==> config.mk <==
export PLATFORM = sky130hd
export DESIGN_NAME = irq_aggregator
export DESIGN_NICKNAME = d
export VERILOG_FILES = /design/src/rtl/intc_pkg.sv /design/src/rtl/intc_sync.sv /design/src/rtl/intc_pin_events.sv /design/src/rtl/intc_regs.sv /design/src/rtl/irq_aggregator.sv
export SDC_FILE = /design/constraint.sdc
export NUM_CORES = 1
export LEC_CHECK = 0
export BUFFER_PORTS_ARGS = -buffer_cell sky130_fd_sc_hd__buf_2
export CORE_MARGIN = 5
export CORE_UTILIZATION = 28
export CTS_BUF_LIST = sky130_fd_sc_hd__clkbuf_8
export DETAILED_ROUTE_END_ITERATION = 10
export GPL_TIMING_DRIVEN = 0
export PLACE_DENSITY = 0.47
export SETUP_SLACK_MARGIN = 0.05
export SLEW_MARGIN = 20
export SYNTH_ARGS = -nofsm -noshare
export SYNTH_HDL_FRONTEND = slang
export SYNTH_SLANG_ARGS = --single-unit
export TNS_END_PERCENT = 100
==> constraint.sdc <==
create_clock -name clk -period 1.5 [get_ports clk]
set_input_delay 0.225 -clock clk [delete_from_list [all_inputs] [get_ports clk]]
set_output_delay 0.225 -clock clk [all_outputs]
set_load 0.02 [all_outputs]
==> src/rtl/intc_pkg.sv <==
package intc_pkg;

    localparam int DATA_W  = 8;
    localparam int ADDR_W  = 3;
    localparam int PIN_N   = 6;
    localparam int PER_N   = 8;
    localparam int HOLE_IX = 4;

    localparam logic [PER_N-1:0] PER_MASK = ~(PER_N'(1) << HOLE_IX);

    typedef enum logic [ADDR_W-1:0] {
        SEL_CORE  = 3'd0,
        SEL_PFLAG = 3'd1,
        SEL_PEN   = 3'd2,
        SEL_ARM   = 3'd3,
        SEL_PORT  = 3'd4
    } reg_sel_e;

    // bit order is software-visible: msb first
    typedef struct packed {
        logic gie;
        logic peie;
        logic tmr_en;
        logic ext_en;
        logic chg_en;
        logic tmr_flag;
        logic ext_flag;
        logic chg_flag;
    } core_t;

    function automatic logic any_armed(input logic [PER_N-1:0] en,
                                       input logic [PER_N-1:0] fl);
        return |(en & fl);
    endfunction

endpackage

==> src/rtl/intc_sync.sv <==
module intc_sync #(
    parameter int W      = 7,
    parameter int STAGES = 2
) (
    input  logic         clk,
    input  logic         rst,
    input  logic [W-1:0] din,
    output logic [W-1:0] dout
);
    logic [W-1:0] stg [STAGES];

    for (genvar g = 0; g < STAGES; g++) begin : g_stage
        if (g == 0) begin : g_first
            always_ff @(posedge clk) begin
                if (rst) stg[g] <= '0;
                else     stg[g] <= din;
            end
        end else begin : g_next
            always_ff @(posedge clk) begin
                if (rst) stg[g] <= '0;
                else     stg[g] <= stg[g-1];
            end
        end
    end

    assign dout = stg[STAGES-1];
endmodule

==> src/rtl/intc_pin_events.sv <==
module intc_pin_events #(
    parameter int NPIN = 6
) (
    input  logic            clk,
    input  logic            rst,
    input  logic [NPIN-1:0] pins_s,
    input  logic            ext_s,
    input  logic            edge_rising,
    input  logic [NPIN-1:0] arm,
    input  logic            snap_load,
    output logic            ext_hit,
    output logic            chg_hit
);
    logic            ext_prev;
    logic [NPIN-1:0] snap;

    always_ff @(posedge clk) begin
        if (rst) begin
            ext_prev <= 1'b0;
            snap     <= '0;
        end else begin
            ext_prev <= ext_s;
            if (snap_load) snap <= pins_s;
        end
    end

    always_comb begin
        if (edge_rising) ext_hit = ext_s & ~ext_prev;
        else             ext_hit = ~ext_s & ext_prev;
        chg_hit = |((pins_s ^ snap) & arm);
    end

    // a detected edge always leaves the pin at the selected level
    p_ext_dir_r7: assert property (@(posedge clk) disable iff (rst)
        ext_hit |-> (edge_rising ? ext_s : !ext_s));

    // right after a snapshot with steady pins no change is seen
    p_snap_quiet_r8: assert property (@(posedge clk) disable iff (rst)
        ($past(snap_load) && $stable(pins_s)) |-> !chg_hit);
endmodule

==> src/rtl/intc_regs.sv <==
module intc_regs
    import intc_pkg::*;
(
    input  logic              clk,
    input  logic              rst,
    input  logic [ADDR_W-1:0] addr,
    input  logic              wr,
    input  logic [DATA_W-1:0] wdata,
    output logic [DATA_W-1:0] rdata,
    input  logic              tmr_set,
    input  logic              ext_set,
    input  logic              chg_set,
    input  logic [PER_N-1:0]  per_set,
    input  logic [PIN_N-1:0]  port_val,
    output core_t             core,
    output logic [PER_N-1:0]  pflag,
    output logic [PER_N-1:0]  pen,
    output logic [PIN_N-1:0]  arm
);
    logic wr_core, wr_pf, wr_pe, wr_arm;
    core_t wcore;

    always_comb begin
        wr_core = wr && (addr == SEL_CORE);
        wr_pf   = wr && (addr == SEL_PFLAG);
        wr_pe   = wr && (addr == SEL_PEN);
        wr_arm  = wr && (addr == SEL_ARM);
        wcore   = core_t'(wdata);
    end

    always_ff @(posedge clk) begin
        if (rst) begin
            core  <= '0;
            pflag <= '0;
            pen   <= '0;
            arm   <= '0;
        end else begin
            if (wr_core) begin
                core.gie    <= wcore.gie;
                core.peie   <= wcore.peie;
                core.tmr_en <= wcore.tmr_en;
                core.ext_en <= wcore.ext_en;
                core.chg_en <= wcore.chg_en;
            end
            // hardware set dominates a simultaneous software clear
            core.tmr_flag <= tmr_set | (wr_core ? wcore.tmr_flag : core.tmr_flag);
            core.ext_flag <= ext_set | (wr_core ? wcore.ext_flag : core.ext_flag);
            core.chg_flag <= chg_set | (wr_core ? wcore.chg_flag : core.chg_flag);
            pflag <= (per_set | (wr_pf ? wdata : pflag)) & PER_MASK;
            if (wr_pe)  pen <= wdata & PER_MASK;
            if (wr_arm) arm <= wdata[PIN_N-1:0];
        end
    end

    always_comb begin
        unique case (addr)
            SEL_CORE:  rdata = core;
            SEL_PFLAG: rdata = pflag;
            SEL_PEN:   rdata = pen;
            SEL_ARM:   rdata = {{(DATA_W-PIN_N){1'b0}}, arm};
            SEL_PORT:  rdata = {{(DATA_W-PIN_N){1'b0}}, port_val};
            default:   rdata = '0;
        endcase
    end

    // a timer flag only drops after a write of 0 to its bit
    p_flag_sticky_r4: assert property (@(posedge clk) disable iff (rst)
        $fell(core.tmr_flag) |-> $past(wr_core && !wdata[2]));

    // a hardware set is always visible on the following cycle
    p_set_wins_r5: assert property (@(posedge clk) disable iff (rst)
        (tmr_set || ext_set || chg_set) |=>
            ((core.tmr_flag || !$past(tmr_set)) &&
             (core.ext_flag || !$past(ext_set)) &&
             (core.chg_flag || !$past(chg_set))));

    // implemented peripheral events always land in the flag register
    p_per_set_r6: assert property (@(posedge clk) disable iff (rst)
        |(per_set & PER_MASK) |=>
            ((pflag & $past(per_set & PER_MASK)) == $past(per_set & PER_MASK)));
endmodule

==> src/rtl/irq_aggregator.sv <==
module irq_aggregator
    import intc_pkg::*;
(
    input  logic                 clk,
    input  logic                 rst,
    input  logic [ADDR_W-1:0]    reg_addr,
    input  logic                 reg_wr,
    input  logic                 reg_rd,
    input  logic [DATA_W-1:0]    reg_wdata,
    output logic [DATA_W-1:0]    reg_rdata,
    input  logic                 tmr_ovf_evt,
    input  logic [PER_N-1:0]     periph_evt,
    input  logic                 ext_pin,
    input  logic                 ext_rise_sel,
    input  logic [PIN_N-1:0]     gpio_pins,
    output logic                 irq
);
    localparam int SYNC_W = PIN_N + 1;

    logic [SYNC_W-1:0] sync_q;
    logic [PIN_N-1:0]  pins_s;
    logic              ext_s;
    logic              ext_hit, chg_hit, snap_load;
    logic              core_req, per_req;
    core_t             core;
    logic [PER_N-1:0]  pflag, pen;
    logic [PIN_N-1:0]  arm;

    intc_sync #(.W(SYNC_W), .STAGES(2)) i_sync (
        .clk  (clk),
        .rst  (rst),
        .din  ({ext_pin, gpio_pins}),
        .dout (sync_q)
    );

    assign pins_s    = sync_q[PIN_N-1:0];
    assign ext_s     = sync_q[PIN_N];
    assign snap_load = reg_rd && (reg_addr == SEL_PORT);

    intc_pin_events #(.NPIN(PIN_N)) i_pins (
        .clk         (clk),
        .rst         (rst),
        .pins_s      (pins_s),
        .ext_s       (ext_s),
        .edge_rising (ext_rise_sel),
        .arm         (arm),
        .snap_load   (snap_load),
        .ext_hit     (ext_hit),
        .chg_hit     (chg_hit)
    );

    intc_regs i_regs (
        .clk      (clk),
        .rst      (rst),
        .addr     (reg_addr),
        .wr       (reg_wr),
        .wdata    (reg_wdata),
        .rdata    (reg_rdata),
        .tmr_set  (tmr_ovf_evt),
        .ext_set  (ext_hit),
        .chg_set  (chg_hit),
        .per_set  (periph_evt),
        .port_val (pins_s),
        .core     (core),
        .pflag    (pflag),
        .pen      (pen),
        .arm      (arm)
    );

    always_comb begin
        core_req = (core.tmr_en & core.tmr_flag) |
                   (core.ext_en & core.ext_flag) |
                   (core.chg_en & core.chg_flag);
        per_req  = core.peie & any_armed(pen, pflag);
        irq      = core.gie & (core_req | per_req);
    end

    // no request ever leaves without the global enable
    p_gie_gate_r9: assert property (@(posedge clk) disable iff (rst)
        irq |-> core.gie);

    // a request with no core source behind it needs the peripheral enable
    p_peie_gate_r10: assert property (@(posedge clk) disable iff (rst)
        (irq && !(core.tmr_en && core.tmr_flag) && !(core.ext_en && core.ext_flag)
             && !(core.chg_en && core.chg_flag)) |-> core.peie);
endmodule

Word level (Yosys, flattened, before mapping). Memory sizes are Yosys's and may differ from the RTL's. Cells that the tools add are included. W data, S select, Z words.

Register bits after elaboration: 36. Bits in writable memories: 14. Output and inout port bits: 9. Input port bits: 32. Memories kept: 1. Word-level logic and storage cells: 59.

Memories: i_sync.stg (depth 2, width 7, rd ports 2, clocked after memory_dff 0, wr ports 2, line intc_sync.sv:10) `logic [W-1:0] stg [STAGES];`.

Reductions and logical operators: 8. Mux-type cells: 11. Bitwise operators: 21. Equality and inequality tests: 4.

Operators by type and width (count): $pmux W8 S5 (1); $mux W7 (2); $and A8 B8 Y8 (1); $mux W8 (1); $or A1 B1 Y1 (8); $or A8 B8 Y8 (1); $reduce_or A8 Y1 (1); $and A1 B1 Y1 (7); $mux W1 (7); $and A6 B6 Y6 (1); $eq A3 B2 Y1 const B (2); $reduce_or A6 Y1 (1); $xor A6 B6 Y6 (1); $logic_and A1 B1 Y1 (5); $eq A3 B1 Y1 const B (1); $eq A3 B3 Y1 const B (1); $logic_not A3 Y1 (1); $not A1 Y1 (2).

Depth between registers and ports, before layout. Gate-level depths: netlist (run 1).

Depth in word-level cells: 5. Mapped depth: 5. Gate-level depth less buffers: 3.

By module. From an unflattened synthesis (run 1), not the netlist that was laid out.

Cell total of the unflattened synthesis: 226. Area, all modules: 2245.9 sq um.

By module, submodules not included: intc_regs (area an instance 1427.6 sq um, instances 1, cells an instance 153); intc_sync (area an instance 407.9 sq um, instances 1, cells an instance 29); intc_pin_events (area an instance 332.8 sq um, instances 1, cells an instance 35); irq_aggregator (area an instance 77.6 sq um, instances 1, cells an instance 9).

Worst setup path after synthesis (run 1). OpenSTA, ideal clock, no wires.

Kind: in2out. Start point: input reg_addr[0]. End point: output reg_rdata[0]. Data arrival time: 1.176 ns. Stages on the path: 4. Required time: 1.275 ns. Setup slack: 0.099 ns. Path through: buf_6 -> mux4_2 -> nor2b_1 -> a31o_1.

Longest elaborated chain between the ends: 2.

RTL lines: from (decl) (line irq_aggregator.sv:6) `input logic [ADDR_W-1:0] reg_addr,`; $eq A3 B3 Y1 (tied with other cells) (line intc_regs.sv:56) `unique case (addr)`; $pmux W8 S5 (*) (line intc_regs.sv:56); to (decl) (line irq_aggregator.sv:10) `output logic [DATA_W-1:0] reg_rdata,`.

Mark *: on every way between the ends. The rest lies on a longest branch, timed or not.

Worst setup path in the final report (run 1).
Start point: register i_regs.core[0] (netlist name). End point: output reg_rdata[0].

Longest elaborated chain between the ends: 1.

RTL lines (line): $pmux W8 S5 (intc_regs.sv:56).

No other way between the ends.

==> metrics.yaml, run 1 <==
status: "finished, violations left"
violations: "negative setup slack"
synth_seq_cells: 49
die_h_um: 97.8
power_frac_seq_pct: 54.9
detail-route-antenna-nets: 0
internal-power_mw: 1.89
swShare_pct: 25.3
ff2ff_setup_slack_ns: 0.50
place_ws_ns: -0.127
hold_path.class: "in2reg"
nNetsFinal: 298
grt_max_degree: 17
grt_usage_pct: 11.5
ir_drop_uv: 433
coreArea_sq_mm: 0.00761
synth_area_sq_mm: 0.00216
slew_viol_final: 0
hold_ws_ns: 0.129
drive_gt1_share_pct: 34.1
crit_required_ns: 1.27
clock_skew_ns: 0.00355
clock_latency_ns: 0.30
worstReg2RegEnd: "i_regs.core[0]"
syn_inst: 212
power.density_mw_per_mm2: 918
port_buffers: 37
cap_violations: 0
global_route.overflow_total: 0
hold_buffers: 0
place.detailed.hpwl_um: 3990
design_area_sq_mm: 0.00275
grt_pass1_vias: 1623
htree_levels: 2
synth_edf_count: 0
fillers: 812
crit_end: "reg_rdata[0]"
drc: 0
syn-num-nets: 244
placed_cell_area_sq_mm: 0.00247
period_minus_slack_ns: 1.78
startpoint: "i_regs.core[0]"
finalSetupTns_ns: -0.409
power_frac_comb_pct: 11.9
cts_buffers: 5
relSlewSlack_pct: 59.0
fin_util_pct: 36.2
yosysWarnings: 0
setup.worst_path.end_class: "output port"
vias: 1648
setup_viol: 3
start_util_pct: 28.4
finalWirelength_um: 5430
path_class: "reg2out"
finalCritPeriodShare_pct: 119
wire_per_inst_um: 14.7
vias_per_cell: 4.47
drt_iter0_drc: 70
async_flop_share_pct: 0
cts_buffer_depth: 2
place.gp.congestion: 0.821
p_switching_mw: 0.639
synth-main-ff-cell: "dfxtp_1"
fmaxAchievable_mhz: 561
die-width_um: 97.8
layout-area-overhead-vs-synth_pct: 27.6
syn_avg_cell_area_sq_um: 10.2
path_clk_slew_ns: 0.09
grt_first_pass_wirelength_um: 8690
clkPwrFrac_pct: 33.2
cts_tree: "done"
rr_worst_depth: 3
dieArea_sq_mm: 0.00956
worstMarginPinSlew_ns: 0.615
synth.distinct_cells: 28
dr.pass1.iters: 4
cts-root-buf: "clkbuf_8"
layout_setup_ws_ns: -0.283
antenna_cells: 0
clock-sinks: 49
antenna_found_initial: 0
p_leak_nw: 1.16
reg2reg_from: "i_sync.stg[1][3]"
rsz0062_at_grt: "true"
placementRows: 32
hold_violations: 0
start_kind: "flop"
arrival_ns: 1.56
yosysSeqAreaShare_pct: 45.5
pin_count: 41
path_max_fanout: 3
==> cells in the mapped netlist, types with 2 or more instances <==
library cell	count	share of area, %
buf_6	2	1.0
nor4bb_1	2	0.93
a21oi_1	9	2.1
mux2i_1	44	20
xor2_1	6	2.4
nand2_1	2	0.35
a22oi_1	5	1.7
a222oi_1	2	0.93
dfxtp_1	49	45
clkbuf_1	7	1.2
a2bb2oi_1	6	2.4
o22ai_1	5	1.5
nor2_1	28	4.9
inv_1	10	1.7
nor2b_1	18	5.2
buf_4	5	1.7
==> per-stage QoR <==
stage          power (mW)  instances
6_report             2.53        369
5_1_grt              2.65        369
4_1_cts              2.55        365
3_5_place_dp         1.68        351
3_3_place_gp         1.68        351
2_1_floorplan        1.58        212
==> repair_timing <==
| action | CTS | global route |
|---|---|---|
| setup buffers | 6 | 4 |
| gates resized for setup | 36 | 10 |
| endpoints found under the setup margin | 9 | 9 |
| pin swaps | 7 | 6 |
==> logic make-up (layout without fill, tap and decap cells) <==
kind of cell	after synthesis	count (layout)	share of synthesized area (%)
AO/OA/AOI/OAI	32	32	10.5
flip-flops	49	49	45.5
XOR/XNOR	6	6	2.44
buffers and inverters	24	79	5.74
multiplexers	45	45	21.5
AND/OR/NAND/NOR	56	56	14.4
==> critical path: stages, from the launching register on <==
cell and delay (ns):
dfxtp_1 0.34, mux4_2 0.45, nor2b_4 0.14, a31o_1 0.20
buf_6 0.13
==> sequential cells by signal, indices dropped and copies added (netlist names) <==
signal / cells
i_regs.pen: 7
i_pins.ext_prev: 1
i_regs.core: 8
i_pins.snap: 6
i_sync.stg: 14
i_regs.arm: 6
i_regs.pflag: 7
==> power by group through the flow <==
stage               logic [mW]  clock network [mW]  registers (mW)
CTS                      0.293               0.868            1.39
floorplan                0.173                   0            1.40
global route             0.331               0.928            1.40
global placement         0.265                   0            1.42
finish                   0.301               0.838            1.39
detailed placement       0.267                   0            1.42
==> how the worst min path moves through the flow <==
stage,from,end,slack [ns],cells past startpoint
3_5_place_dp,i_sync.stg[0][0],i_sync.stg[1][0],0.43,1
3_3_place_gp,i_sync.stg[0][0],i_sync.stg[1][0],0.42,1
4_1_cts,gpio_pins[4],i_sync.stg[0][4],0.12,2
2_1_floorplan,gpio_pins[0],i_sync.stg[0][0],0.35,1
6_report,gpio_pins[2],i_sync.stg[0][2],0.13,2
5_1_grt,gpio_pins[2],i_sync.stg[0][2],0.11,2
==> cell type report <==
cell class                 count  area (sq um)  area share, %
sequential                    49          1000           36.4
clock inverter                 2          17.5          0.636
clock buffer                   6          82.6           3.00
buffer                        14           104           3.77
timing repair buffer          47           297           10.8
multi-input combinational    139          1090           39.5
tap                          102           128           4.64
inverter                      10          37.5           1.36
==> cells in the final DEF (no fill, tap or decap), types with 2 or more instances in the layout <==
master and n:
mux2i_1 44, dfxtp_1 33, buf_2 29, nor2_1 27
buf_4 20, nor2b_1 16, dfxtp_2 16, inv_1 10
a21oi_1 9, xor2_1 6, clkbuf_8 6, buf_6 5
a2bb2oi_1 5, a22oi_1 5, clkbuf_1 5, o22ai_1 4
buf_8 2, nand2_1 2, a222oi_1 2, nor4bb_1 2
==> layer usage <==
layer	GRT usage (%)	vias to the layer above	routed length, um
met5	0	-	0
met4	2.56	0	11
met3	3.00	2	244
met2	18.1	42	2460
met1	16.1	757	2710
li1	-	847	-
No activity file was read; power rests on OpenSTA's default activity.
==> run 2, diff against run 1 <==
--- a/config.mk
+++ b/config.mk
@@ -7,11 +7,11 @@
 export LEC_CHECK = 0
 export BUFFER_PORTS_ARGS = -buffer_cell sky130_fd_sc_hd__buf_2
 export CORE_MARGIN = 5
-export CORE_UTILIZATION = 28
+export CORE_UTILIZATION = 57
 export CTS_BUF_LIST = sky130_fd_sc_hd__clkbuf_8
 export DETAILED_ROUTE_END_ITERATION = 10
 export GPL_TIMING_DRIVEN = 0
-export PLACE_DENSITY = 0.47
+export PLACE_DENSITY = 0.83
 export SETUP_SLACK_MARGIN = 0.05
 export SLEW_MARGIN = 20
 export SYNTH_ARGS = -nofsm -noshare
==> metrics.yaml, run 2 (synthesis gave the netlist of run 1 again) <==
cp_num_buf_inv: 1  # unchanged
path_class: "reg2out"
vias_per_cell: 5.35  # +20%
place.detailed.hpwl_um: 3320  # -17%
layout-area-overhead-vs-synth_pct: 25.9
ir_drop_uv: 732  # +69%
hold_ws_ns: 0.129  # +0.000121 ns
arrival_ns: 1.56  # about the same
route.met3.wl_um: 433  # +77%
grt_usage_pct: 19.5  # +8.0 points
hold_path.class: "in2reg"
design_area_sq_mm: 0.00272  # -1.3%
clock-sinks: 49  # unchanged
wl_met1_um: 2100  # -23%
status: "finished, violations left"
drive_gt1_share_pct: 35.1  # +0.99 points
period_minus_slack_ns: 1.78  # +0.0000910 ns
path_max_fanout: 2  # -1
cts_buffers: 5  # unchanged
crit_required_ns: 1.27  # about the same
layout_setup_ws_ns: -0.283  # -0.0000910 ns
path_cells: "mux4_2 > nor2b_4 > a31o_1 > buf_6"
grt_first_pass_wirelength_um: 7730  # -11%
drt_iter0_drc: 160  # +130%
cpPeakStageDelay_ns: 0.45  # about the same
cts-root-buf: "clkbuf_8"
grt_pass1_vias: 1629  # +0.37%
finalCritPeriodShare_pct: 119  # about the same
start_kind: "flop"
vias: 1691  # +2.6%
cts_tree: "done"
start_util_pct: 58.9  # +31 points
setup.worst_path.end_class: "output port"
clock_skew_ns: 0.00769  # +0.00414 ns
drc: 0  # unchanged
highest_layer: "met4"
antenna_found_initial: 0  # unchanged
place.gp.congestion: 0.811  # -1.2%
cap_violations: 0  # unchanged
wire_per_inst_um: 15.5  # +5.1%
die-width_um: 71.5  # -27%
finalPower_mw: 2.42  # -4.1%
finalWirelength_um: 4880  # -10%
cp_slowest_cell: "mux4_2"
placed_cell_area_sq_mm: 0.00240  # -2.7%
crit_family: "multiplexers"
setup_viol: 2  # -1
coreArea_sq_mm: 0.00366  # -52%
grt_max_degree: 15  # -2
slew_viol_final: 0  # unchanged
worstMarginPinSlew_ns: 0.585  # -0.0302 ns
largest_registers: "i_sync.stg: 14 flops, i_regs.core: 8 flops"
relSlewSlack_pct: 61.0  # +2.0 points
placementRows: 22  # -31%
path_clk_slew_ns: 0.09  # about the same
htree_levels: 2  # unchanged
nNetsFinal: 299  # +0.34%
dieArea_sq_mm: 0.00511  # -46%
antenna_cells: 0  # unchanged
final_cell_mix: "43 x mux2i_1, 34 x dfxtp_1, 28 x buf_2, 27 x nor2_1, 18 x buf_4"
global_route.overflow_total: 0  # unchanged
fmaxAchievable_mhz: 561  # about the same
rsz0062_at_grt: "true"
hold_buffers: 0  # unchanged
pin_count: 41  # unchanged
detail-route-antenna-nets: 0  # unchanged
mostFrequentLayoutCell: "mux2i_1"
dr.pass1.iters: 4  # unchanged
regMostFlops: "i_sync.stg"
largest_reg_flops: 14  # unchanged
port_buffers: 37  # unchanged
clock_latency_ns: 0.31  # about the same
hold_violations: 0  # unchanged
cts_buffer_depth: 2  # unchanged
die_h_um: 71.5  # -27%
p_leak_nw: 1.17  # +1.0%
dr_wl_met2_um: 2280  # -7.4%
fillers: 275  # -66%
finalSetupTns_ns: -0.401  # +0.00788 ns
power.density_mw_per_mm2: 892  # -2.8%
violations: "negative setup slack"
==> run 2: final timing paths <==
kind / to / from / depth (start not counted) / slack [ns]
max: reg_rdata[0] / i_regs.pflag[0] / 4 / -0.28
min: i_sync.stg[0][2] / gpio_pins[2] / 2 / 0.13
max reg2reg: i_regs.core[0] / i_sync.stg[1][3] / 3 / 0.53
min reg2reg: i_sync.stg[1][0] / i_sync.stg[0][0] / 1 / 0.44
==> run 2: power by group <==
part,leakage [nW],switching (mW),internal [mW]
Combinational,0.715,0.149,0.161
Clock,0.0491,0.411,0.316
Sequential,0.408,0.0366,1.35
Total,1.17,0.597,1.83
==> run 2: per-layer routing <==
| layer | up-vias | track usage (%) |
|---|---|---|
| met5 | - | 0 |
| met4 | 0 | 7.72 |
| met3 | 11 | 6.59 |
| met2 | 63 | 30.2 |
| met1 | 772 | 25.1 |
| li1 | 845 | - |
==> run 2: metrics by stage <==
| step | util, % | setup slack, ns | cells |
|---|---|---|---|
| detailed placement | 65.6 | -0.105 | 297 |
| finish | 74.2 | -0.283 | 316 |
| floorplan | - | 0.0987 | 212 |
| CTS | 71.2 | -0.287 | 312 |
| global route | 74.2 | -0.328 | 316 |
| global placement | 65.6 | -0.0939 | 297 |
==> run 2: layout make-up <==
cell class | instances | area, sq um | area share [%]
buffer | 14 | 104 | 3.82
timing repair buffer | 48 | 329 | 12.1
multi-input combinational | 139 | 1100 | 40.5
sequential | 49 | 1000 | 36.9
clock inverter | 3 | 13.8 | 0.507
inverter | 10 | 37.5 | 1.38
tap | 48 | 60.1 | 2.21
clock buffer | 5 | 68.8 | 2.53
==> run 2: repair_timing <==
item / 4_1_cts / 5_1_grt
pin swaps: 4 / 5
endpoints found under the hold margin: 0 / 0
cloned: 0 / 1
setup endpoints to repair: 9 / 9
setup buffers: 7 / 3
gates resized for setup: 31 / 19
==> run 3, diff against run 2 <==
--- a/config.mk
+++ b/config.mk
@@ -11,8 +11,9 @@
 export CTS_BUF_LIST = sky130_fd_sc_hd__clkbuf_8
 export DETAILED_ROUTE_END_ITERATION = 10
 export GPL_TIMING_DRIVEN = 0
-export PLACE_DENSITY = 0.83
+export PLACE_DENSITY = 0.82
 export SETUP_SLACK_MARGIN = 0.05
+export SKIP_CTS_REPAIR_TIMING = 1
 export SLEW_MARGIN = 20
 export SYNTH_ARGS = -nofsm -noshare
 export SYNTH_HDL_FRONTEND = slang
==> metrics.yaml, run 3 (synthesis gave the netlist of run 1 again) <==
hold_violations: 0  # unchanged
min_delay_path_depth: 2  # unchanged
dieArea_sq_mm: 0.00511  # unchanged
clock_latency_ns: 0.30  # about the same
ff2ff_setup_slack_ns: 0.53  # about the same
grt_first_pass_wirelength_um: 7670  # -0.72%
start_kind: "flop"
period_minus_slack_ns: 1.77  # -0.00825 ns
worstReg2RegEnd: "i_regs.core[0]"
cap_violations: 0  # unchanged
path_clk_slew_ns: 0.08  # about the same
path_cells: "mux4_2 > nor2b_1 > a31o_1 > buf_6"
pin_count: 41  # unchanged
wire_per_inst_um: 16.5  # +6.5%
place_ws_ns: -0.122  # -0.0172 ns
die-width_um: 71.5  # unchanged
htree_levels: 2  # unchanged
grt_usage_pct: 19.3  # -0.24 points
cts_buffers: 5  # unchanged
port_buffers: 37  # unchanged
layout-area-overhead-vs-synth_pct: 26.7
design_area_sq_mm: 0.00273  # +0.64%
crit_required_ns: 1.27  # about the same
path_class: "reg2out"
die_h_um: 71.5  # unchanged
cts-root-buf: "clkbuf_8"
final_cell_mix: "43 x mux2i_1, 36 x dfxtp_1, 28 x buf_2, 27 x nor2_1, 19 x buf_4"
place.detailed.hpwl_um: 3540  # +6.6%
fmaxAchievable_mhz: 563  # +0.46%
placed_cell_area_sq_mm: 0.00240  # unchanged
antenna_found_initial: 0  # unchanged
hold_end: "i_sync.stg[0][0]"
coreArea_sq_mm: 0.00366  # unchanged
cts_buffer_depth: 2  # unchanged
ir_drop_uv: 783  # +7.0%
layout_setup_ws_ns: -0.275  # +0.00825 ns
cpPeakStageDelay_ns: 0.45  # about the same
vias: 1750  # +3.5%
relSlewSlack_pct: 62.1  # +1.0 points
drt_iter0_drc: 125  # -22%
power.density_mw_per_mm2: 975  # +9.2%
min_from: "gpio_pins[0]"
path_max_fanout: 3  # +1
placementRows: 22  # unchanged
setup.worst_path.end_class: "output port"
place.gp.congestion: 0.841  # +3.7%
largest_reg_flops: 14  # unchanged
rr_worst_depth: 3  # unchanged
slew_viol_final: 0  # unchanged
global_route.overflow_total: 0  # unchanged
finalWirelength_um: 5200  # +6.5%
dr.pass1.iters: 4  # unchanged
cts_tree: "done"
hold_path.class: "in2reg"
mostFrequentLayoutCell: "mux2i_1"
finalPower_mw: 2.66  # +9.9%
violations: "negative setup slack"
rsz0062_at_grt: "true"
cp_slowest_cell: "mux4_2"
grt_max_degree: 15  # unchanged
nNetsFinal: 299  # unchanged
drc: 0  # unchanged
drive_gt1_share_pct: 32.1  # -3.0 points
reg2reg_from: "i_sync.stg[1][3]"
p_leak_nw: 1.19  # +1.5%
largest_registers: "i_sync.stg: 14 flops, i_regs.core: 8 flops"
arrival_ns: 1.55  # about the same
start_util_pct: 58.9  # unchanged
status: "finished, violations left"
worstMarginPinSlew_ns: 0.569  # -0.0156 ns
detail-route-antenna-nets: 0  # unchanged
vias_per_cell: 5.54  # +3.5%
clock-sinks: 49  # unchanged
clock_skew_ns: 0.00542  # -0.00227 ns
grt_pass1_vias: 1619  # -0.61%
antenna_cells: 0  # unchanged
setup_viol: 4  # +2
startpoint: "i_regs.arm[0]"
regMostFlops: "i_sync.stg"
finalCritPeriodShare_pct: 118  # -0.55 points
## run 3: metrics by stage
step | TNS [ns] | util [%] | hold slack [ns] | cells
2_1_floorplan | 0 | - | 0.353 | 212
3_3_place_gp | -0.334 | 65.6 | 0.419 | 297
3_5_place_dp | -0.444 | 65.6 | 0.425 | 297
4_1_cts | -0.895 | 68.8 | 0.120 | 305
5_1_grt | -0.684 | 74.7 | 0.118 | 316
6_report | -0.436 | 74.7 | 0.124 | 316
## run 3: final cells by class
class | count | area, sq um
Fill cell | 252 | 927
Inverter | 10 | 37.5
Buffer | 14 | 111
Timing Repair Buffer | 48 | 333
Sequential cell | 49 | 997
Clock buffer | 6 | 82.6
Tap cell | 48 | 60.1
Multi-Input combinational cell | 139 | 1080
Clock inverter | 2 | 33.8
## run 3: worst max-delay path: cells and delay by family (launching register included)
family / cells / cell delay [ns]
AO/OA/AOI/OAI: 1 / 0.20
buffers and inverters: 1 / 0.13
flip-flops: 1 / 0.33
multiplexers: 1 / 0.45
AND/OR/NAND/NOR: 1 / 0.14
## run 3: power by group
| group | switching, mW | total, mW | leakage, nW | internal, mW |
|---|---|---|---|---|
| sequential | 0.0375 | 1.39 | 0.407 | 1.35 |
| combinational | 0.152 | 0.319 | 0.720 | 0.167 |
| clock | 0.421 | 0.958 | 0.0626 | 0.537 |
| total | 0.610 | 2.66 | 1.19 | 2.05 |
## run 3: how the worst max path moves through the flow
| stage | endpoint | depth (start not counted) | slack, ns |
|---|---|---|---|
| global placement | reg_rdata[5] | 7 | -0.10 |
| finish | reg_rdata[0] | 4 | -0.27 |
| detailed placement | reg_rdata[5] | 7 | -0.12 |
| CTS | reg_rdata[0] | 4 | -0.30 |
| floorplan | reg_rdata[0] | 4 | 0.1 |
| global route | reg_rdata[0] | 4 | -0.34 |
## run 3: per-layer routing
layer / routed length, um / GRT usage [%]
met1: 2170 / 24.0
met2: 2610 / 31.8
met3: 317 / 4.35
met4: 106 / 8.56
met5: 0 / 0
